==> src/rtl/chien_pkg.sv <==
package chien_pkg;
   typedef enum logic {
      SCAN_IDLE = 1'b0,
      SCAN_RUN  = 1'b1
   } scan_state_e;

   // number of nonzero field elements for a width
   function automatic int unsigned field_order(input int unsigned width);
      return (1 << width) - 1;
   endfunction
endpackage

==> src/rtl/gf_alpha_step.sv <==
module gf_alpha_step #(
   parameter int unsigned    M   = 3,
   parameter logic [M-1:0]   RED = 3'b011
) (
   input  logic [M-1:0] a_i,
   output logic [M-1:0] y_i
);
   logic [M-1:0] shifted;
   logic [M-1:0] fold;

   always_comb begin
      shifted = {a_i[M-2:0], 1'b0};
      fold    = a_i[M-1] ? RED : '0;
      y_i     = shifted ^ fold;
   end
endmodule

==> src/rtl/chien_term.sv <==
module chien_term #(
   parameter int unsigned    M   = 3,
   parameter logic [M-1:0]   RED = 3'b011,
   parameter int unsigned    J   = 1
) (
   input  logic         clk_i,
   input  logic         rst_ni,
   input  logic         load_i,
   input  logic         adv_i,
   input  logic [M-1:0] lam_i,
   output logic [M-1:0] val_o
);
   logic [M-1:0] acc_q;
   logic [M-1:0] chain [0:J];

   assign chain[0] = acc_q;

   for (genvar k = 0; k < J; k++) begin : g_chain
      gf_alpha_step #(.M(M), .RED(RED)) u_step (
         .a_i (chain[k]),
         .y_i (chain[k+1])
      );
   end

   always_ff @(posedge clk_i) begin
      if (!rst_ni) begin
         acc_q <= '0;
      end else if (load_i) begin
         acc_q <= lam_i;
      end else if (adv_i) begin
         acc_q <= chain[J];
      end
   end

   assign val_o = acc_q;
endmodule

==> src/rtl/chien_ctrl.sv <==
module chien_ctrl
   import chien_pkg::*;
#(
   parameter int unsigned N  = 7,
   parameter int unsigned IW = 3
) (
   input  logic          clk_i,
   input  logic          rst_ni,
   input  logic          load_i,
   output logic          run_o,
   output logic [IW-1:0] idx_o,
   output logic          done_o
);
   localparam logic [IW-1:0] LAST = IW'(N - 1);

   scan_state_e   state_q;
   logic [IW-1:0] idx_q;
   logic          done_q;

   always_ff @(posedge clk_i) begin
      if (!rst_ni) begin
         state_q <= SCAN_IDLE;
         idx_q   <= '0;
         done_q  <= 1'b0;
      end else begin
         done_q <= 1'b0;
         if (load_i) begin
            state_q <= SCAN_RUN;
            idx_q   <= '0;
         end else if (state_q == SCAN_RUN) begin
            if (idx_q == LAST) begin
               state_q <= SCAN_IDLE;
               idx_q   <= '0;
               done_q  <= 1'b1;
            end else begin
               idx_q <= idx_q + 1'b1;
            end
         end
      end
   end

   assign run_o  = (state_q == SCAN_RUN);
   assign idx_o  = idx_q;
   assign done_o = done_q;
endmodule

==> src/rtl/chien_search_serial.sv <==
module chien_search_serial
   import chien_pkg::*;
#(
   parameter int unsigned    M   = 3,
   parameter logic [M-1:0]   RED = 3'b011,
   parameter int unsigned    T   = 2,
   localparam int unsigned   N   = field_order(M),
   localparam int unsigned   PW  = $clog2(N)
) (
   input  logic               clk_i,
   input  logic               rst_ni,
   input  logic               load_i,
   input  logic [(T+1)*M-1:0] lam_i,
   output logic               err_valid_o,
   output logic               err_bit_o,
   output logic [PW-1:0]      err_pos_o,
   output logic               done_o
);
   if (M < 2 || M > 16) begin : g_bad_width
      $error("chien_search_serial: M out of range");
   end
   if (RED[0] != 1'b1) begin : g_bad_poly
      $error("chien_search_serial: reduction pattern needs a constant term");
   end
   if (T < 1 || T >= N) begin : g_bad_degree
      $error("chien_search_serial: T out of range");
   end

   logic          run;
   logic [PW-1:0] idx;
   logic [M-1:0]  lam0_q;
   logic [M-1:0]  term_v [T];
   logic [M-1:0]  sum;
   logic          hit;

   chien_ctrl #(.N(N), .IW(PW)) u_ctrl (
      .clk_i  (clk_i),
      .rst_ni (rst_ni),
      .load_i (load_i),
      .run_o  (run),
      .idx_o  (idx),
      .done_o (done_o)
   );

   for (genvar j = 1; j <= T; j++) begin : g_term
      chien_term #(.M(M), .RED(RED), .J(j)) u_term (
         .clk_i  (clk_i),
         .rst_ni (rst_ni),
         .load_i (load_i),
         .adv_i  (run),
         .lam_i  (lam_i[j*M +: M]),
         .val_o  (term_v[j-1])
      );
   end

   always_ff @(posedge clk_i) begin
      if (!rst_ni) begin
         lam0_q <= '0;
      end else if (load_i) begin
         lam0_q <= lam_i[M-1:0];
      end
   end

   always_comb begin
      sum = '0;
      for (int j = 0; j < T; j++) begin
         sum = sum ^ term_v[j];
      end
   end

   assign hit         = (sum == lam0_q);
   assign err_valid_o = run;
   assign err_bit_o   = run & hit;
   assign err_pos_o   = (idx == '0) ? '0 : PW'(N) - idx;
endmodule

==> config.mk <==
export PLATFORM = sky130hd
export DESIGN_NAME = chien_search_serial
export DESIGN_NICKNAME = d
export VERILOG_FILES = /design/src/rtl/chien_pkg.sv /design/src/rtl/gf_alpha_step.sv /design/src/rtl/chien_term.sv /design/src/rtl/chien_ctrl.sv /design/src/rtl/chien_search_serial.sv
export SDC_FILE = /design/constraint.sdc
export NUM_CORES = 1
export LEC_CHECK = 0
export ABC_AREA = 1
export BUFFER_PORTS_ARGS = -buffer_cell sky130_fd_sc_hd__buf_2
export CAP_MARGIN = 20
export CORE_ASPECT_RATIO = 1.25
export CORE_UTILIZATION = 45
export DETAILED_ROUTE_END_ITERATION = 6
export GPL_TIMING_DRIVEN = 0
export PLACE_DENSITY_LB_ADDON = 0.08
export SLEW_MARGIN = 20
export SYNTH_ARGS = -nofsm -noshare
export SYNTH_HDL_FRONTEND = slang
export SYNTH_SLANG_ARGS = --single-unit
==> constraint.sdc <==
create_clock -name clk_i -period 1 [get_ports clk_i]
set_input_delay 0.3 -clock clk_i [delete_from_list [all_inputs] [get_ports clk_i]]
set_output_delay 0.3 -clock clk_i [all_outputs]
set_load 0.02 [all_outputs]
Word-level counts from Yosys, hierarchy flattened --
Cells that the tools add are included. W data, S select, Z words.
Storage, ports and cells: word-level logic and storage cells 34, output and inout port bits 6, input bits 12, register bits 14
Operators by class: equal/unequal tests 2, add/sub/neg operators 2, muxes and demuxes 13, reductions and logical operators 4, bitwise gates (word level) 7
Operators with widths (number):
- $mux W3 | 6
- $xor A3 B3 Y3 | 4
- $mux W2 | 3
- $mux W1 | 4
- $add A3 B1 Y3 const B | 1
- $eq A3 B3 Y1 | 1
- $eq A3 B3 Y1 const B | 1
- $logic_not A3 Y1 | 1
- $reduce_or A3 Y1 | 1
- $sub A3 B3 Y3 const A | 1
- $not A1 Y1 | 2
- $reduce_bool A2 Y1 | 1
- $reduce_or A2 Y1 | 1
- $and A1 B1 Y1 | 1

Longest topological paths before layout --
Gate-level depths: netlist of the first run.
depth after elaboration 6, gate-level depth with buffers 8, gate-level depth less buffers 8

Hierarchy --
Synthesis of the first run repeated with hierarchy kept, for this count alone.
Unflattened totals: cells, all modules 144, area, all modules 882.1 µm²
Modules (own cells, without submodules):
- chien_term | sequential area each 60.1 µm², instances 2, cells an instance 26, area each 167.7 µm²
- chien_search_serial | sequential area each 60.1 µm², instances 1, cells an instance 45, area each 235.2 µm²
- chien_ctrl | sequential area each 100.1 µm², instances 1, cells an instance 26, area each 210.2 µm²
- gf_alpha_step | sequential area each 0.0 µm², instances 3, cells an instance 7, area each 33.8 µm²

Worst setup path before layout of the first run --
Ideal clock, no wire load.
path type flip-flop to output port, start register u_ctrl.state_q (netlist: u_ctrl.run_o), end output err_bit_o, cell stages (with the launch flop) 5, required time 0.700 ns, path buffers 0, arrival time 1.021 ns, path slack -0.321 ns, cells stage by stage dfxtp_1 nand2_1 inv_1 nand2_1 nor2_1
On the way: word-level cells in the longest chain between the ends 1
Ends and longest elaborated chain:
- start: declaration | line chien_ctrl.sv:16 | scan_state_e state_q;
- start signal: assignment | line chien_ctrl.sv:22 | state_q <= SCAN_IDLE;
- start signal: assignment | line chien_ctrl.sv:28 | state_q <= SCAN_RUN;
- start signal: assignment | line chien_ctrl.sv:32 | state_q <= SCAN_IDLE;
- $and A1 B1 Y1 | line chien_search_serial.sv:73 | assign err_bit_o = run & hit;
- end: declaration | line chien_search_serial.sv:15 | output logic err_bit_o,
No other way between the ends.

Final worst setup path of the first run --
start register g_term[1].u_term.acc_q[1], end output err_bit_o
On the way: word-level cells in the longest chain between the ends 3
Ends and longest elaborated chain:
- start: declaration | line chien_term.sv:13 | logic [M-1:0] acc_q;
- start signal: assignment | line chien_term.sv:29 | acc_q <= lam_i;
- start signal: assignment | line chien_term.sv:31 | acc_q <= chain[J];
- $xor A3 B3 Y3 | line chien_search_serial.sv:67 | sum = sum ^ term_v[j];
- $eq A3 B3 Y1 | line chien_search_serial.sv:71 | assign hit = (sum == lam0_q);
- $and A1 B1 Y1 | line chien_search_serial.sv:73
No other way between the ends.

==> results of run 1 <==
[power by group through the flow]
stage	clock network (µW)	logic, µW	registers (µW)
finish	414	256	616
global route	446	285	621
CTS	420	247	615
detailed placement	0	212	634
global placement	0	207	634
floorplan	0	156	629
[cells in the final DEF (no fill, tap or decap), types with 2 or more instances in the layout]
master    instances
a21oi_1           9
inv_1            10
dfxtp_1           3
buf_4             8
clkbuf_4          3
buf_2            10
nand2_2           5
inv_2             9
dfxtp_2           6
a22oi_1           3
o211ai_1          2
buf_6             8
nor2_4            3
a211oi_2          2
dfxtp_4           5
nand3_1          10
a21oi_2           2
o21ai_1           3
nand2_1          29
[flip-flops by register name, indices dropped and copies added, names as in the netlist]
register / flops
lam0_q: 3
g_term.u_term.val_o: 6
u_ctrl.run_o: 1
u_ctrl.idx_o: 3
u_ctrl.done_o: 1
[kinds of logic (layout without fill, tap and decap cells)]
| family | Yosys count | in the layout | synth area share, % |
|---|---|---|---|
| AOI/OAI and AO/OA | 21 | 21 | 17.7 |
| and+or+nand+nor | 52 | 52 | 31.1 |
| buffers and inverters | 23 | 50 | 13.7 |
| DFF | 14 | 14 | 37.5 |
[layout make-up]
class / instances / area share, %
sequential: 14 / 29.2
buffer: 3 / 2.63
tap: 18 / 2.15
timing repair buffer: 23 / 16.5
clock buffer: 4 / 3.46
inverter: 20 / 7.16
multi-input combinational: 73 / 38.9
[per-layer routing]
metal	up-vias	track usage (%)	share of wire, %
met5	-	0	0
met4	0	15.9	2.3
met3	4	4.19	2.2
met2	10	41.7	52
met1	354	26.5	43
li1	408	-	-
[worst register-to-register path: stages (launching register included)]
cell	delay, ns
dfxtp_4	0.39
nor2_2	0.25
nand2_1	0.08
o211ai_1	0.10
nand2_1	0.07
inv_1	0.05
[what timing repair did]
item	CTS	global route
gates resized for setup	32	6
setup buffers	7	1
gates cloned	0	0
pin swaps	7	3
endpoints found under the setup margin	6	12
[worst paths after layout]
kind                             startpoint                         to  slack, ns  cells past startpoint
setup / recovery  g_term[1].u_term.val_o[1]                  err_bit_o      -0.51                      7
hold / removal                     lam_i[0]                  lam0_q[0]       0.27                      3
setup reg to reg               u_ctrl.run_o  g_term[1].u_term.val_o[0]       0.02                      5
hold reg to reg                   lam0_q[0]                  lam0_q[0]       0.47                      2
[stage by stage]
step / TNS [ns] / hold slack, ns / worst slack, ns / total power, µW / std cells
after detailed placement: -0.499 / 0.468 / -0.281 / 846 / 143
after CTS: -1.55 / 0.275 / -0.519 / 1280 / 154
after global placement: -0.432 / 0.459 / -0.257 / 841 / 143
final: -1.52 / 0.273 / -0.508 / 1290 / 155
after floorplan: -0.397 / 0.445 / -0.111 / 786 / 110
after global routing: -1.97 / 0.309 / -0.584 / 1350 / 155
==> qor.yml, run 1 <==
place_congestion: 0.816
hp-class: "input pin to flop"
maxCapViolations: 0
path_cells: "inv_2, nand2_2, nand2_1, nand2_1, nand3_2, nor2_4, buf_6"
synth_most_common_cell: "nand2_1"
leakagePower_uw: 0.000492
clockBufferDepth: 2
drtPass1Iterations: 3
worst-path-buf-inv: 2
area_growth_pct: 40.1
slowest_stage: "dfxtp_2"
period_share_pct: 151
syn_area_um2: 748
critical_path_arrival_ns: 1.21
initial_utilization_pct: 47.9
p_seq_share_pct: 47.9
clock_latency_ns: 0.29
syn_inst: 110
numPortBuffers: 15
p_sw_uw: 367
fp.dieArea_mm2: 0.00183
antennaDiodeCount: 0
switching_share_pct: 28.5
worst_pin_slew_ns: 0.255
path_class: "flop to output port"
multi_input_area_um2: 408
worstPathMaxFanout: 3
yosysTopAreaCell: "dfxtp_1"
wire_per_inst_um: 11.5
required_ns: 0.70
combPwrFrac_pct: 19.9
synthTopCellsByCount: "nand2_1 (32), inv_1 (16), dfxtp_1 (14), a21oi_1 (11), nand3_1 (11)"
initialDrtViolationCount: 15
cts_made_buffers: 3
cts_tree: "built"
slew_headroom_pct: 83.0
placed_area_um2: 861
yosysWarnings: 0
synth_nets: 122
ir_drop_v: 0.000890
drive_above_1_share_pct: 48.2
min_period_ns: 1.51
nNetsFinal: 150
synthFlopType: "dfxtp_1"
p_per_area_mw_per_mm2: 1230
synth.distinct_cells: 18
max_freq_mhz: 663
finalSetupViolations: 6
pwr-share-clk_pct: 32.2
die_h_um: 47.6
hold_violations: 0
syn_avg_cell_area_um2: 6.80
ant_nets: 0
fin_util_pct: 67.1
crit_top_cell: "nand2_1"
clock-sinks: 14
fillers: 135
setup_slack_ns: -0.508
cts_max_level: 1
die_w_um: 38.5
routed_wl_mm: 1.79
synth_top_area_share_pct: 37.5
clock_skew_ns: 0.00285
cp-start-kind: "flop"
slowest_delay_ns: 0.36
clkTransAtPathRegs_ns: 0.09
core_area_mm2: 0.00156
drv_slew: 0
clockRootBuffer: "clkbuf_4"
synth_seq_cells: 14
grt_max_degree: 11
violations: "setup timing"
synth_edf_count: 0
register_area_um2: 307
grt_pass1_wl_mm: 2.95
status: "finished, violations left"
final_area_mm2: 0.00105
crit_family: "simple AND/OR/NAND/NOR gates"
antenna_found_initial: 0
grt_pass1_vias: 751
async_reset_ff_share_pct: 0
cellInternalPower_uw: 919
synth_top_cells_by_area: "dfxtp_1 (37%), nand2_1 (16%), inv_1 (8.0%)"
ys_seq_area_share_pct: 37.5
hold_buffers: 0
cp-end-kind: "output port"
drc_errors: 0
rsz0062_at_grt: "true"
viasPerCell: 5.01
dpl.hpwl_mm: 1.23
ios: 18
grt_util_all_layers_pct: 23.9
rows: 16
via_count: 776
overflow: 0
(Power assumes the default switching activity.)
==> run 2, diff against run 1 <==
- BUFFER_PORTS_ARGS: -buffer_cell sky130_fd_sc_hd__buf_2 -> -buffer_cell sky130_fd_sc_hd__buf_4
- RECOVER_POWER: unset -> 25
==> qor.yml, run 2 (synthesis results as in run 1) <==
final_common_cell: "nand2_1"  # unchanged
crit_top_cell: "nand2_1"  # unchanged
required_ns: 0.70  # about the same
clockRootBuffer: "clkbuf_4"  # unchanged
register_area_um2: 312  # was 307 µm²
antennaDiodeCount: 0  # unchanged
status: "finished, violations left"  # unchanged
rr_startpoint: "u_ctrl.idx_o[2]"  # was u_ctrl.run_o
area_growth_pct: 50.3  # was 40.1%
grt_pass1_vias: 727  # was 751
min_from: "lam_i[1]"  # was lam_i[0]
drtPass1Iterations: 4  # was 3
viasPerCell: 5.02  # was 5.01
clock_latency_ns: 0.28  # was 0.29 ns
cp-end-kind: "output port"  # unchanged
maxCapViolations: 0  # unchanged
via_count: 793  # was 776
slew_headroom_pct: 84.8  # was 83.0%
final_area_mm2: 0.00112  # was 0.00105 mm²
slowest_stage: "dfxtp_4"  # was dfxtp_2
antenna_found_initial: 0  # unchanged
cts_made_buffers: 3  # unchanged
die_h_um: 47.6  # unchanged
fillers: 131  # was 135
finalSetupViolations: 9  # was 6
worstPathMaxFanout: 4  # was 3
largest_reg_flops: 6  # unchanged
place_congestion: 0.838  # was 0.816
hold_slack_ns: 0.293  # was 0.273 ns
startpoint: "g_term[2].u_term.val_o[0]"  # was g_term[1].u_term.val_o[1]
r2r_cells: 4  # was 5
hold_violations: 0  # unchanged
min_to: "lam0_q[1]"  # was lam0_q[0]
rr_endpoint: "u_ctrl.done_o"  # was g_term[1].u_term.val_o[0]
drc_errors: 0  # unchanged
drive_above_1_share_pct: 50.7  # was 48.2%
die_w_um: 38.5  # unchanged
wire_per_inst_um: 12.6  # was 11.5 µm
critical_path_arrival_ns: 1.20  # was 1.21 ns
clkTransAtPathRegs_ns: 0.09  # about the same
nNetsFinal: 153  # was 150
hold_path_depth: 3  # unchanged
ant_nets: 0  # unchanged
hp-class: "input pin to flop"  # unchanged
grt_util_all_layers_pct: 21.8  # was 23.9%
initial_utilization_pct: 47.9  # unchanged
placed_area_um2: 898  # was 861 µm²
core_area_mm2: 0.00156  # unchanged
hold_buffers: 0  # unchanged
dpl.hpwl_mm: 1.21  # was 1.23 mm
cts_tree: "built"  # unchanged
numPortBuffers: 15  # unchanged
clock_skew_ns: 0.00501  # was 0.00285 ns
cts_max_level: 1  # unchanged
clock-sinks: 14  # unchanged
min_period_ns: 1.50  # was 1.51 ns
period_share_pct: 150  # was 151%
worst-path-buf-inv: 3  # was 2
clockBufferDepth: 2  # unchanged
grt_max_degree: 11  # unchanged
drv_slew: 0  # unchanged
crit_family: "flip-flops"  # was simple AND/OR/NAND/NOR gates
ff2ff_setup_slack_ns: -0.01  # was 0.02 ns
p_per_area_mw_per_mm2: 1160  # was 1230 mW/mm²
fin_util_pct: 72.0  # was 67.1%
grt_pass1_wl_mm: 2.83  # was 2.95 mm
multi_input_area_um2: 427  # was 408 µm²
rows: 16  # unchanged
cp-start-kind: "flop"  # unchanged
slowest_delay_ns: 0.39  # was 0.36 ns
ios: 18  # unchanged
leakagePower_uw: 0.000536  # was 0.000492 µW
layout_common_cells: "nand2_1 (27), buf_4 (19), inv_1 (11), nand3_1 (10)"  # was nand2_1 (29), inv_1 (10), nand3_1 (10), buf_2 (10)
path_class: "flop to output port"  # unchanged
worst_pin_slew_ns: 0.228  # was 0.255 ns
rsz0062_at_grt: "true"  # unchanged
max_freq_mhz: 668  # was 663 MHz
fp.dieArea_mm2: 0.00183  # unchanged
ir_drop_v: 0.000819  # was 0.000890 V
overflow: 0  # unchanged
routed_wl_mm: 1.99  # was 1.79 mm
path_cells: "inv_4, nand2_2, nand2_1, nand2_1, nand2_1, inv_1, nand2_2, nor2_4, buf_6"  # was inv_2, nand2_2, nand2_1, nand2_1, nand3_2, nor2_4, buf_6
violations: "setup timing"  # unchanged
setup_slack_ns: -0.496  # was -0.508 ns
initialDrtViolationCount: 14  # was 15
## run 2: worst max path at each step
stage           endpoint  cells after the start  slack (ns)
2_1_floorplan  err_bit_o                      8       -0.11
3_3_place_gp   err_bit_o                      7       -0.23
3_5_place_dp   err_bit_o                      9       -0.25
4_1_cts        err_bit_o                      9       -0.51
5_1_grt        err_bit_o                      9       -0.57
6_report       err_bit_o                      9       -0.50
## run 2: layer usage
metal  GRT usage (%)  part of all wire (%)  wire (µm)
met1            26.1                    42        838
met2            39.0                    55       1090
met3            3.26                   2.2         44
met4            8.97                  0.60         12
met5               0                     0          0
## run 2: area by class of cell
class | instances | share of cell area [%]
clock buffer | 4 | 3.23
inverter | 20 | 7.56
buffer | 3 | 1.89
sequential | 14 | 27.7
tap | 18 | 2.00
multi-input combinational | 73 | 37.9
timing repair buffer | 26 | 19.7
## run 2: worst register-to-register path, cell delays in order, from the launching register on
cell,delay (ns)
dfxtp_4,0.39
inv_4,0.04
buf_4,0.12
buf_4,0.14
nor4_2,0.23
## run 2: power breakdown
part,switching [µW],internal [µW],leakage (µW)
clock,190,221,0.0000210
combinational,148,133,0.000393
sequential,35.1,579,0.000121
total,373,933,0.000536
## run 2: what timing repair did
item                                    CTS  global route
endpoints found under the hold margin     0             0
setup buffers                             7             4
cloned                                    0             0
pin swaps                                 5             3
gates resized for setup                  26            17
endpoints found under the setup margin    6            11
## run 2: stage by stage
stage	cells	power, µW	worst slack [ns]	TNS [ns]
4_1_cts	154	1290	-0.510	-1.54
3_5_place_dp	143	862	-0.253	-0.440
3_3_place_gp	143	857	-0.235	-0.390
6_report	158	1310	-0.496	-1.66
2_1_floorplan	110	786	-0.111	-0.397
5_1_grt	158	1370	-0.567	-1.97
==> run 3, diff against run 2 <==
- CELL_PAD_IN_SITES_DETAIL_PLACEMENT: unset -> 0
- CELL_PAD_IN_SITES_GLOBAL_PLACEMENT: unset -> 2
- CORE_UTILIZATION: 45 -> 24
==> qor.yml, run 3 (synthesis results as in run 1) <==
status: "finished, violations left"  # unchanged
violations: "setup timing"  # unchanged
cts_max_level: 1  # unchanged
die_w_um: 51.9  # was 38.5 µm
ios: 18  # unchanged
min_period_ns: 1.52  # was 1.50 ns
maxCapViolations: 0  # unchanged
grt_pass1_vias: 835  # was 727
leakagePower_uw: 0.000497  # was 0.000536 µW
cp-start-kind: "flop"  # unchanged
max_freq_mhz: 660  # was 668 MHz
met2_usage_pct: 25.5  # was 39.0%
p_seq_share_pct: 47.4  # was 47.0%
place_congestion: 0.672  # was 0.838
wire_per_inst_um: 11.6  # was 12.6 µm
worstPathMaxFanout: 4  # unchanged
ant_nets: 0  # unchanged
clockRootBuffer: "clkbuf_4"  # unchanged
busiest_layer: "met2"  # unchanged
worst_pin_slew_ns: 0.251  # was 0.228 ns
cp-end-kind: "output port"  # unchanged
clock_skew_ns: 0.00159  # was 0.00501 ns
viasPerCell: 4.52  # was 5.02
clockBufferDepth: 2  # unchanged
use_met3_pct: 1.41  # was 3.26%
via_count: 778  # was 793
drive_above_1_share_pct: 49.3  # was 50.7%
ff2ff_setup_slack_ns: 0.01  # was -0.01 ns
slew_headroom_pct: 83.3  # was 84.8%
cts_made_buffers: 3  # unchanged
grt_util_all_layers_pct: 14.0  # was 21.8%
hp-class: "input pin to flop"  # unchanged
combPwrFrac_pct: 20.5  # was 21.6%
period_share_pct: 152  # was 150%
hold_violations: 0  # unchanged
setup_slack_ns: -0.515  # was -0.496 ns
final_cells: 172  # was 158
initialDrtViolationCount: 13  # was 14
clock-sinks: 14  # unchanged
initial_utilization_pct: 25.4  # was 47.9%
post-place-cells: 161  # was 143
dpl.hpwl_mm: 1.48  # was 1.21 mm
rsz0062_at_grt: "true"  # unchanged
critical_path_arrival_ns: 1.22  # was 1.20 ns
p_sw_uw: 380  # was 373 µW
fillers: 338  # was 131
largest_reg_flops: 6  # unchanged
clock_latency_ns: 0.28  # about the same
cts_tree: "built"  # unchanged
drc_errors: 0  # unchanged
area_growth_pct: 49.5  # was 50.3%
grt_max_degree: 11  # unchanged
required_ns: 0.70  # about the same
overflow: 0  # unchanged
core_area_mm2: 0.00295  # was 0.00156 mm²
antennaDiodeCount: 0  # unchanged
rows: 22  # was 16
numPortBuffers: 15  # unchanged
antenna_found_initial: 0  # unchanged
p_per_area_mw_per_mm2: 1170  # was 1160 mW/mm²
ir_drop_v: 0.000599  # was 0.000819 V
setup_tns_ns: -1.53  # was -1.66 ns
drtPass1Iterations: 4  # unchanged
pwr-share-clk_pct: 32.1  # was 31.5%
routed_wl_mm: 2.00  # was 1.99 mm
path_class: "flop to output port"  # unchanged
cellInternalPower_uw: 925  # was 933 µW
switching_share_pct: 29.1  # was 28.6%
clkTransAtPathRegs_ns: 0.09  # about the same
finalSetupViolations: 6  # was 9
layout_common_cells: "nand2_1 (28), buf_4 (16), inv_1 (10), nand3_1 (10), a21oi_1 (8)"  # was nand2_1 (27), buf_4 (19), inv_1 (11), nand3_1 (10)
register_area_um2: 308  # was 312 µm²
drv_slew: 0  # unchanged
die_h_um: 64.4  # was 47.6 µm
final_common_cell: "nand2_1"  # unchanged
grt_pass1_wl_mm: 3.51  # was 2.83 mm
gr-usage-met1_pct: 15.7  # was 26.1%
fp.dieArea_mm2: 0.00335  # was 0.00183 mm²
multi_input_area_um2: 440  # was 427 µm²
nNetsFinal: 149  # was 153
-- run 3: changes by cell type in the layout (fill, tap and decap cells not counted), moves of 2 or more --
cell    change
inv_2       +2
inv_4       -2
nor2_1      -2
nor2_4      +2
buf_4       -3
-- run 3: final timing paths --
path	from	endpoint	depth (start not counted)
min reg2reg	lam0_q[1]	lam0_q[1]	2
max	g_term[2].u_term.val_o[0]	err_bit_o	9
max reg2reg	u_ctrl.idx_o[1]	u_ctrl.idx_o[1]	5
min	lam_i[1]	lam0_q[1]	3
-- run 3: metal layers --
metal | wire, µm | vias to the layer above
met1 | 849 | 360
met2 | 1060 | 11
li1 | - | 403
met4 | 42 | 0
met5 | 0 | -
met3 | 46 | 4
-- run 3: repair_timing --
action,in CTS,in global routing
setup endpoints to repair,6,13
cloned,0,0
buffers inserted,9,1
gates resized for setup,30,11
hold buffers,0,0
pin swaps,3,4
-- run 3: cell type report --
cell class	count	share of cell area [%]
clock buffer	4	3.24
buffer	3	1.90
sequential	14	27.5
timing repair buffer	22	16.8
tap	36	4.03
inverter	20	7.16
multi-input combinational	73	39.4
-- run 3: power groups by stage --
stage,logic [µW],clock network (µW),registers [µW]
floorplan,156,0,629
global placement,232,0,637
detailed placement,235,0,636
CTS,266,436,614
global route,300,468,625
finish,268,418,618
-- run 3: metrics by stage --
step | util [%] | setup slack (ns) | area [µm²] | power (µW) | hold WS, ns
after floorplan | - | -0.111 | 763 | 786 | 0.445
after global routing | 38.0 | -0.602 | 1120 | 1390 | 0.288
final | 38.0 | -0.515 | 1120 | 1300 | 0.282
after global placement | 31.3 | -0.273 | 921 | 870 | 0.468
after detailed placement | 31.3 | -0.275 | 921 | 871 | 0.472
after CTS | 37.4 | -0.528 | 1100 | 1320 | 0.261
-- run 3: worst max-delay path: stages, from the launching register on --
cell,delay [ns]
dfxtp_4,0.38
inv_2,0.04
nand2_2,0.05
nand2_1,0.04
nand2_1,0.05
nand2_1,0.05
inv_1,0.06
nand2_2,0.06
nor2_4,0.07
buf_6,0.11
